**src/rtl/dtg_pkg.sv**
```systemverilog
package dtg_pkg;
    localparam int FW     = 16;
    localparam int ADDR_W = 10;
    localparam int DATA_W = 32;

    localparam logic [ADDR_W-1:0] A_CTRL   = 10'h000;
    localparam logic [ADDR_W-1:0] A_STAT   = 10'h004;
    localparam logic [ADDR_W-1:0] A_FRAME  = 10'h010;
    localparam logic [ADDR_W-1:0] A_HSYNC  = 10'h014;
    localparam logic [ADDR_W-1:0] A_VSYNC  = 10'h018;
    localparam logic [ADDR_W-1:0] A_BLANK  = 10'h01C;
    localparam logic [ADDR_W-1:0] A_BUF    = 10'h040;
    localparam logic [ADDR_W-1:0] A_STRIDE = 10'h050;
    localparam logic [ADDR_W-1:0] A_START  = 10'h084;
    localparam logic [ADDR_W-1:0] A_IDENT  = 10'h3FC;

    localparam int B_EN = 1, B_WIDE = 2, B_VPOL = 3, B_HPOL = 4, B_BUSY = 1;

    typedef struct packed {
        logic [FW-1:0] h;
        logic [FW-1:0] v;
    } pair_t;

    typedef struct packed {
        pair_t frame;
        pair_t hs;
        pair_t vs;
        pair_t blank;
        logic  hs_hi;
        logic  vs_hi;
        logic  wide;
    } dtg_mode_t;

    typedef struct packed {
        logic [FW-1:0] h_last;
        logic [FW-1:0] v_last;
        logic [FW-1:0] act_w;
        logic [FW-1:0] act_h;
        logic [FW:0]   hs_on;
        logic [FW:0]   hs_off;
        logic [FW:0]   vs_on;
        logic [FW:0]   vs_off;
    } dtg_timing_t;

    localparam dtg_mode_t DEF_MODE = '{
        frame: '{h: 16'd799, v: 16'd524},
        hs:    '{h: 16'd15,  v: 16'd111},
        vs:    '{h: 16'd9,   v: 16'd11},
        blank: '{h: 16'd159, v: 16'd44},
        hs_hi: 1'b0, vs_hi: 1'b0, wide: 1'b0};

    function automatic dtg_timing_t decode_mode(input dtg_mode_t m);
        dtg_timing_t t;
        t.h_last = m.frame.h;
        t.v_last = m.frame.v;
        t.act_w  = m.frame.h - m.blank.h;
        t.act_h  = m.frame.v - m.blank.v;
        t.hs_on  = {1'b0, t.act_w} + {1'b0, m.hs.h} + 17'd1;
        t.hs_off = {1'b0, t.act_w} + {1'b0, m.hs.v} + 17'd1;
        t.vs_on  = {1'b0, t.act_h} + {1'b0, m.vs.h} + 17'd1;
        t.vs_off = {1'b0, t.act_h} + {1'b0, m.vs.v} + 17'd1;
        return t;
    endfunction
endpackage

```
**src/rtl/dtg_regs.sv**
```systemverilog
module dtg_regs
    import dtg_pkg::*;
#(
    parameter logic [DATA_W-1:0] ID_VALUE = 32'h5D7C_0100
) (
    input  logic              clk,
    input  logic              rst,
    input  logic              wr_en,
    input  logic [ADDR_W-1:0] wr_addr,
    input  logic [DATA_W-1:0] wr_data,
    input  logic [ADDR_W-1:0] rd_addr,
    output logic [DATA_W-1:0] rd_data,
    input  logic              frame_end,
    output logic              run,
    output logic              run_next,
    output dtg_mode_t         shadow
);
    dtg_mode_t         live_q, shadow_q;
    logic              en_q, pending_q;
    logic [DATA_W-1:0] buf_q, stride_q;
    logic              start_wr, copy;

    assign start_wr = wr_en && (wr_addr == A_START) && wr_data[0];
    assign copy     = pending_q && (!en_q || frame_end);
    assign run_next = (wr_en && wr_addr == A_CTRL) ? wr_data[B_EN] : en_q;
    assign run      = en_q;
    assign shadow   = shadow_q;

    always_ff @(posedge clk) begin
        if (rst) begin
            live_q    <= DEF_MODE;
            shadow_q  <= DEF_MODE;
            en_q      <= 1'b0;
            pending_q <= 1'b0;
            buf_q     <= '0;
            stride_q  <= '0;
        end else begin
            if (copy) shadow_q <= live_q;
            pending_q <= start_wr ? 1'b1 : (copy ? 1'b0 : pending_q);
            if (wr_en) begin
                case (wr_addr)
                    A_CTRL: begin
                        en_q         <= wr_data[B_EN];
                        live_q.wide  <= wr_data[B_WIDE];
                        live_q.vs_hi <= wr_data[B_VPOL];
                        live_q.hs_hi <= wr_data[B_HPOL];
                    end
                    A_FRAME:  live_q.frame <= wr_data;
                    A_HSYNC:  live_q.hs    <= wr_data;
                    A_VSYNC:  live_q.vs    <= wr_data;
                    A_BLANK:  live_q.blank <= wr_data;
                    A_BUF:    buf_q        <= wr_data;
                    A_STRIDE: stride_q     <= wr_data;
                    default: ;
                endcase
            end
        end
    end

    always_comb begin
        case (rd_addr)
            A_CTRL:   rd_data = {27'd0, live_q.hs_hi, live_q.vs_hi, live_q.wide, en_q, 1'b0};
            A_STAT:   rd_data = {30'd0, pending_q, 1'b0};
            A_FRAME:  rd_data = live_q.frame;
            A_HSYNC:  rd_data = live_q.hs;
            A_VSYNC:  rd_data = live_q.vs;
            A_BLANK:  rd_data = live_q.blank;
            A_BUF:    rd_data = buf_q;
            A_STRIDE: rd_data = stride_q;
            A_IDENT:  rd_data = ID_VALUE;
            default:  rd_data = '0;
        endcase
    end

    // busy may only drop on an edge where a copy was allowed
    assert_busy_release_R10: assert property (@(posedge clk) disable iff (rst)
        $fell(pending_q) |-> $past(!en_q || frame_end));
    // shadow only changes following a pending request at a legal edge
    assert_shadow_gate_R10: assert property (@(posedge clk) disable iff (rst)
        !$stable(shadow_q) |-> $past(pending_q && (!en_q || frame_end)));
endmodule

```
**src/rtl/dtg_raster.sv**
```systemverilog
module dtg_raster
    import dtg_pkg::*;
(
    input  logic          clk,
    input  logic          rst,
    input  logic          run,
    input  logic          run_next,
    input  dtg_timing_t   tm,
    input  logic          hs_hi,
    input  logic          vs_hi,
    output logic          hsync,
    output logic          vsync,
    output logic          de,
    output logic          sof,
    output logic [FW-1:0] px_x,
    output logic [FW-1:0] px_y,
    output logic          frame_end
);
    logic [FW-1:0] h_q, v_q;
    logic          line_end, h_act, v_act;

    assign line_end  = (h_q == tm.h_last);
    assign frame_end = run && line_end && (v_q == tm.v_last);

    always_ff @(posedge clk) begin
        if (rst || !run_next) begin
            h_q <= '0;
            v_q <= '0;
        end else if (run) begin
            if (line_end) begin
                h_q <= '0;
                v_q <= (v_q == tm.v_last) ? '0 : v_q + 1'b1;
            end else begin
                h_q <= h_q + 1'b1;
            end
        end
    end

    assign h_act = run && ({1'b0, h_q} >= tm.hs_on) && ({1'b0, h_q} < tm.hs_off);
    assign v_act = run && ({1'b0, v_q} >= tm.vs_on) && ({1'b0, v_q} < tm.vs_off);
    assign hsync = hs_hi ? h_act : !h_act;
    assign vsync = vs_hi ? v_act : !v_act;
    assign de    = run && (h_q < tm.act_w) && (v_q < tm.act_h);
    assign sof   = run && (h_q == '0) && (v_q == '0);
    assign px_x  = h_q;
    assign px_y  = v_q;

    // idle means counters parked at the origin
    assert_idle_origin_R4: assert property (@(posedge clk) disable iff (rst)
        !run |-> (h_q == '0 && v_q == '0));
    // counters never pass the programmed last position
    assert_no_overflow_R12: assert property (@(posedge clk) disable iff (rst)
        (h_q <= tm.h_last) && (v_q <= tm.v_last));
    // steady scanning advances the column by one
    assert_col_step_R5: assert property (@(posedge clk) disable iff (rst)
        run && $past(run) && ($past(h_q) != $past(tm.h_last)) |-> h_q == $past(h_q) + 1'b1);
    // start-of-frame lasts a single cycle in any line longer than one pixel
    assert_sof_single_R9: assert property (@(posedge clk) disable iff (rst)
        sof && (tm.h_last != '0) |=> !sof);
endmodule

```
**src/rtl/raster_timing_gen.sv**
```systemverilog
module raster_timing_gen
    import dtg_pkg::*;
#(
    parameter logic [31:0] ID_VALUE = 32'h5D7C_0100
) (
    input  logic        clk,
    input  logic        rst,
    input  logic        wr_en,
    input  logic [9:0]  wr_addr,
    input  logic [31:0] wr_data,
    input  logic [9:0]  rd_addr,
    output logic [31:0] rd_data,
    output logic        hsync,
    output logic        vsync,
    output logic        de,
    output logic        sof,
    output logic [15:0] px_x,
    output logic [15:0] px_y,
    output logic        pix_wide
);
    dtg_mode_t   shadow;
    dtg_timing_t tm;
    logic        run, run_next, frame_end;

    assign tm       = decode_mode(shadow);
    assign pix_wide = shadow.wide;

    dtg_regs #(.ID_VALUE(ID_VALUE)) u_regs (
        .clk, .rst, .wr_en, .wr_addr, .wr_data, .rd_addr, .rd_data,
        .frame_end, .run, .run_next, .shadow);

    dtg_raster u_raster (
        .clk, .rst, .run, .run_next, .tm,
        .hs_hi(shadow.hs_hi), .vs_hi(shadow.vs_hi),
        .hsync, .vsync, .de, .sof, .px_x, .px_y, .frame_end);
endmodule

```
**config.mk**
```make
export PLATFORM = sky130hd
export DESIGN_NAME = raster_timing_gen
export DESIGN_NICKNAME = d
export VERILOG_FILES = /design/src/rtl/dtg_pkg.sv /design/src/rtl/dtg_regs.sv /design/src/rtl/dtg_raster.sv /design/src/rtl/raster_timing_gen.sv
export SDC_FILE = /design/constraint.sdc
export NUM_CORES = 1
export LEC_CHECK = 0
export BUFFER_PORTS_ARGS = -buffer_cell sky130_fd_sc_hd__buf_2
export CORE_ASPECT_RATIO = 1.1
export CORE_UTILIZATION = 30
export DETAILED_ROUTE_END_ITERATION = 10
export GPL_TIMING_DRIVEN = 0
export PLACE_DENSITY = 0.42
export SLEW_MARGIN = 20
export SYNTH_ARGS = -nofsm -noshare
export SYNTH_HDL_FRONTEND = slang
export SYNTH_SLANG_ARGS = --single-unit
```
**constraint.sdc**
```tcl
create_clock -name clk -period 6.8 [get_ports clk]
set_input_delay 0 -clock clk [delete_from_list [all_inputs] [get_ports clk]]
set_output_delay 0 -clock clk [all_outputs]
set_load 0.1 [all_outputs]
```
### Word level (Yosys, flattened, before mapping)

Index checks and enable logic that the tools add are counted.

* output and inout bits: 69
* logic and storage cells: 104
* flip-flop bits (word level): 360
* input port bits: 55

* reductions and logical operators: 33
* multiplexer cells: 8
* add/subtract/negate cells: 12
* equality and inequality tests: 17
* magnitude comparators: 6

Operators with widths (number)
* 32-bit one-hot mux with 9 select lines: 1
* 10-bit by 5-bit equality test with 1-bit output, second input constant: 8
* 16-bit by 16-bit adder with 17-bit output: 4
* 17-bit by 1-bit adder with 17-bit output, second input constant: 4
* 10-bit by 7-bit equality test with 1-bit output, second input constant: 4
* 16-bit by 17-bit >= comparator with 1-bit output: 2
* 16-bit by 17-bit < comparator with 1-bit output: 2
* 16-bit by 1-bit adder with 16-bit output, second input constant: 2
* 16-bit equality test: 2
* 16-bit zero test: 2
* 16-bit < comparator: 2
* 16-bit two-way mux: 2
* 16-bit subtractor: 2
* 10-bit zero test: 2
* 2-bit AND reduction: 8
* 1-bit logical AND: 14
* 10-bit equality test, second input constant: 1
* 10-bit by 3-bit equality test with 1-bit output, second input constant: 1
* 10-bit by 8-bit equality test with 1-bit output, second input constant: 1
* 1-bit two-way mux: 5
* 1-bit zero test: 4
* 1-bit logical OR: 2
* 2-bit nonzero test: 1

### Depth between registers and ports, before layout

* depth in word-level cells: 8
* depth in mapped cells: 26
* gate-level depth less buffers: 26

### By module

Synthesis repeated with hierarchy kept, for this count alone.

* cell total of the unflattened synthesis: 2764
* area total of the unflattened synthesis: 21780.9 um^2

By module, submodules not included
* dtg_regs: cells an instance 1619, times used 1, seq. area each 6566.3 um^2, area an instance 13165.1 um^2
* raster_timing_gen: cells an instance 591, times used 1, seq. area each 0.0 um^2, area an instance 4334.2 um^2
* dtg_raster: cells an instance 554, times used 1, seq. area each 640.6 um^2, area an instance 4281.6 um^2

### Least setup slack after synthesis

No wires, ideal clock.

* kind: register -> output
* from: reg u_regs.shadow_q, in the netlist u_regs.shadow[4]
* to: out vsync
* cell stages (with the launch flop): 26
* arrival time: 6.139 ns
* path slack: 0.661 ns
* required time: 6.800 ns
* buffers on the path: 0
* cells stage by stage: dfxtp_1 inv_1 ha_1 nor2b_1 o31a_1 o31a_1 o21ai_1 a21bo_2 a21oi_1 or3_1 ha_1 a21oi_1 inv_1 a211oi_1 nor2_1 or3_1 a21oi_1 xor2_1 ha_1 nor4_1 o211ai_1 a2111oi_0 nor2_1 o211ai_1 o211ai_1 xor2_1

* longest elaborated chain between the ends: 8
* elaborated cells between the ends (all ways): 11
* those cells by class: 5 x add/sub; 2 x order compare; 1 x mux; 3 x reduce/logical

Ends and longest elaborated chain
* start, declared: RTL line dtg_regs.sv:18 `dtg_mode_t live_q, shadow_q;`
* start signal, assigned: RTL line dtg_regs.sv:38 `if (copy) shadow_q <= live_q;`
* 16-bit subtractor *: RTL line dtg_pkg.sv:57 `t.act_h = m.frame.v - m.blank.v;`
* 16-bit by 16-bit adder with 17-bit output: RTL line dtg_pkg.sv:60 `t.vs_on = {1'b0, t.act_h} + {1'b0, m.vs.h} + 17'd1;`
* 17-bit by 1-bit adder with 17-bit output: RTL line dtg_pkg.sv:60
* 16-bit by 17-bit >= comparator with 1-bit output: RTL line dtg_raster.sv:40 `assign v_act = run && ({1'b0, v_q} >= tm.vs_on) && ({1'b0, v_q} < tm.vs_off);`
* 1-bit logical AND: RTL line dtg_raster.sv:40
* 1-bit logical AND *: RTL line dtg_raster.sv:40
* 1-bit zero test: RTL line dtg_raster.sv:42 `assign vsync = vs_hi ? v_act : !v_act;`
* 1-bit two-way mux *: RTL line dtg_raster.sv:42
* end, declared: RTL line raster_timing_gen.sv:14 `output logic vsync,`

Mark *: on every way between the ends. The rest lies on a longest branch, timed or not.

### Final worst setup path

Same ends and word-level chain as after synthesis.

==> summary.txt <==
Timing
  • Setup TNS Final: 0 ns
  • Max-slew violations: 0
  • Final Hold Fails: 0
  • Clock skew: 0.0246 ns
  • Final worst path period need: 6.48 ns
  • RSZ-0062 raised after global routing: no
  • Endpoints failing setup: 0
  • Period utilization: 0.953
  • Setup ws final: 0.322 ns
  • Worst Max-Slew Pin Slew: 1.02 ns
  • Upper clock frequency limit: 154 MHz
  • Relative slew margins: 0.311

Die
  • Die Ht: 281 um
  • Initial core utilization: 0.305
  • Area of the core: 69400 um^2
  • # IOs: 124
  • FP Rows: 101
  • Die W: 255 um
  • Die area: 71600 um^2

Yosys
  • Count leader, synth: nand2_1
  • Sequential share of the synthesized area: 0.340
  • Most frequent cells after synthesis: 740 x nand2_1, 360 x dfxtp_1, 358 x a21oi_1
  • Mapped Area: 21200 um^2
  • Synth area leaders: dfxtp_1 34%, nand2_1 13%, ha_1 11%
  • Number of synthesized flops with an enable pin: 0
  • Mapped Cells: 2755
  • Yosys warns: 0
  • Ys flop type: dfxtp_1
  • Flip-flop and latch count after synthesis: 360
  • Post-synth top area share: 0.340
  • Syn_area_per_cell: 7.69 um^2
  • Area leader, netlist: dfxtp_1
  • Syn Nets: 3008
  • Asr flop ratio synth: 0
  • Unique masters post-synth: 73

Global route
  • Grt ovf: 0
  • GRT Overall Usage: 0.243
  • Global-route wire length before repair: 128000 um
  • Initial antenna violation count: 4
  • Largest net degree at the start of global routing: 13
  • Number of global-route vias before repair: 19400

Flow run
  • Max_cap viols: 0

Layout
  • # diodes: 0
  • Final core occ: 0.359
  • Synth-to-Final Area Change: 17.6%
  • Final instance area: 24900 um^2
  • Final #Nets: 3219
  • Fill cells: 7348
  • Proportion of layout cells with a drive suffix above 1: 0.0871

Place
  • HPWL Detailed: 72600 um
  • GP Congestion: 0.909
  • Port bufs: 122
  • Pre-CTS setup slack: 0.225 ns
  • Placed cell areas: 23000 um^2

Detailed routing
  • Routed WL: 88900 um
  • DRT antenna net count: 0
  • Number of remaining DRC errors: 0
  • Drt first pass iters: 7
  • Vias per inst: 5.14
  • Wirelength per Cell: 22.7 um
  • Iter 0 DRT Violations: 1382
  • Vias post-DR: 20200

Clock network
  • Worst skew pair latency: 0.59 ns
  • Total CTS buffers: 43
  • Root Buffer: clkbuf_16
  • Clk sinks: 360
  • Htree depth: 2
  • Clock transition at path regs: 0.06 ns
  • Max Buffers Root-to-Sink: 3
  • CTS tree: done

Status
  • Status: finished, final reports clean

Worst setup path
  • CP Capture Type: output port
  • Crit path DAT: 6.48 ns
  • Required @ worst endpoint: 6.80 ns
  • CP Max Fanout: 6
  • Crit path kind: reg2out
  • CP startpoint kind: flop

Hold path
  • Hold Crit Class: in2reg

Power and ir drop
  • Pleak: 9.59 nW
  • VDD IR max: 0.000151 V
  • Power Density: 184 nW/um^2
report_power, final:
| group | switching [W] | internal (W) | total (W) | leakage, nW |
|---|---|---|---|---|
| registers | 0.000000666 | 0.00211 | 0.00211 | 2.90 |
| clock network | 0.000993 | 0.00133 | 0.00233 | 0.681 |
| logic | 0.0000987 | 0.0000441 | 0.000143 | 6.01 |
| total | 0.00109 | 0.00349 | 0.00458 | 9.59 |
final timing paths:
kind | from | end | slack (ns) | depth (start not counted)
hold reg to reg | u_regs.stride_q[2] | u_regs.stride_q[2] | 0.46 | 2
setup / recovery | u_regs.shadow[4] | vsync | 0.32 | 26
hold / removal | wr_addr[0] | u_regs.live_q[114] | 0.06 | 5
setup reg to reg | u_raster.px_y[2] | u_regs.shadow[19] | 3.28 | 10
cell families (layout without fill, tap and decap cells):
kind of cell | after synthesis | in the layout | share of synthesized area
and+or+nand+nor | 1161 | 1161 | 0.244
AOI/OAI and AO/OA | 637 | 637 | 0.182
DFF | 360 | 360 | 0.340
buffers and inverters | 243 | 483 | 0.0466
adders and majority gates | 198 | 198 | 0.119
xor gates and xnor gates | 129 | 129 | 0.0534
muxes | 27 | 27 | 0.0138
registers in the layout, indices dropped and copies added, names as in the netlist:
name and count:
u_regs.shadow 131, u_raster.px_y 16, u_raster.px_x 16, u_regs.run 1, u_regs.buf_q 32, u_regs.stride_q 32, u_regs.pending_q 1, u_regs.live_q 131
what timing repair did:
item                       4_1_cts  5_1_grt
buffers inserted                 0        1
setup endpoints to repair        2        2
cloned                           0        0
hold endpoints to repair       203        0
gates resized for setup          7       19
hold buffers                    43        0
pin swaps                        1        5
cells in the final DEF (no fill, tap or decap), types with 28 or more instances in the layout:
| cell | netlist | layout |
|---|---|---|
| o21ai_0 | 65 | 62 |
| a222oi_1 | 28 | 28 |
| nand4_1 | 44 | 44 |
| clkbuf_1 | 114 | 123 |
| xnor2_1 | 80 | 80 |
| nand3b_1 | 57 | 57 |
| o211ai_1 | 28 | 28 |
| clkbuf_16 | 0 | 43 |
| xor2_1 | 49 | 48 |
| nand3_1 | 35 | 35 |
| nand2_1 | 740 | 740 |
| ha_1 | 192 | 191 |
| nor2_1 | 120 | 120 |
| a21oi_1 | 358 | 356 |
| dfxtp_1 | 360 | 359 |
| inv_1 | 98 | 98 |
| dlygate4sd3_1 | 0 | 43 |
| nor3_1 | 35 | 35 |
| nand2b_1 | 29 | 29 |
| buf_2 | 18 | 138 |
area by class of cell:
class	instances	area (um^2)	area share
Sequential cell	360	7210	0.290
Clock buffer	60	1220	0.0490
Inverter	98	368	0.0148
Timing Repair Buffer	166	1070	0.0430
Clock inverter	14	179	0.00719
Buffer	145	619	0.0249
Tap cell	927	1160	0.0466
Multi-Input combinational cell	2152	13100	0.525
stage by stage:
stage,std cells,hold slack (ns),power [W]
3_3_place_gp,3804,0.321,0.00228
5_1_grt,3922,0.0885,0.00471
6_report,3922,0.0559,0.00458
3_5_place_dp,3804,0.324,0.00228
4_1_cts,3921,0.0160,0.00463
2_1_floorplan,2755,0.0914,0.00220
worst max-delay path, stage by stage, from the launching register on:
cell       delay, ns
dfxtp_1         0.34
inv_1           0.09
ha_1            0.29
nor2b_1         0.14
o31a_1          0.28
o31a_1          0.31
o21ai_2         0.15
a21bo_2         0.15
a21oi_1         0.08
or3_4           0.42
ha_2            0.39
nand2_1         0.09
nor2_1          0.28
nand3_1         0.11
a21oi_1         0.24
o41ai_2         0.13
mux2_2          0.27
a2111oi_0       0.45
ha_1            0.31
nor4_4          0.07
o211ai_1        0.14
a2111oi_2       0.08
nor2_1          0.19
o211ai_1        0.16
o211ai_1        0.22
xor2_2          0.29
buf_12          0.21
per-layer routing:
layer	up-vias	global-route usage	wire, um
met4	6	0.0955	3510
met3	145	0.0384	4330
li1	10000	-	-
met2	562	0.413	41400
met5	-	0	44
met1	9446	0.306	39600
Note: power is estimated with default switching activity, not from simulation.
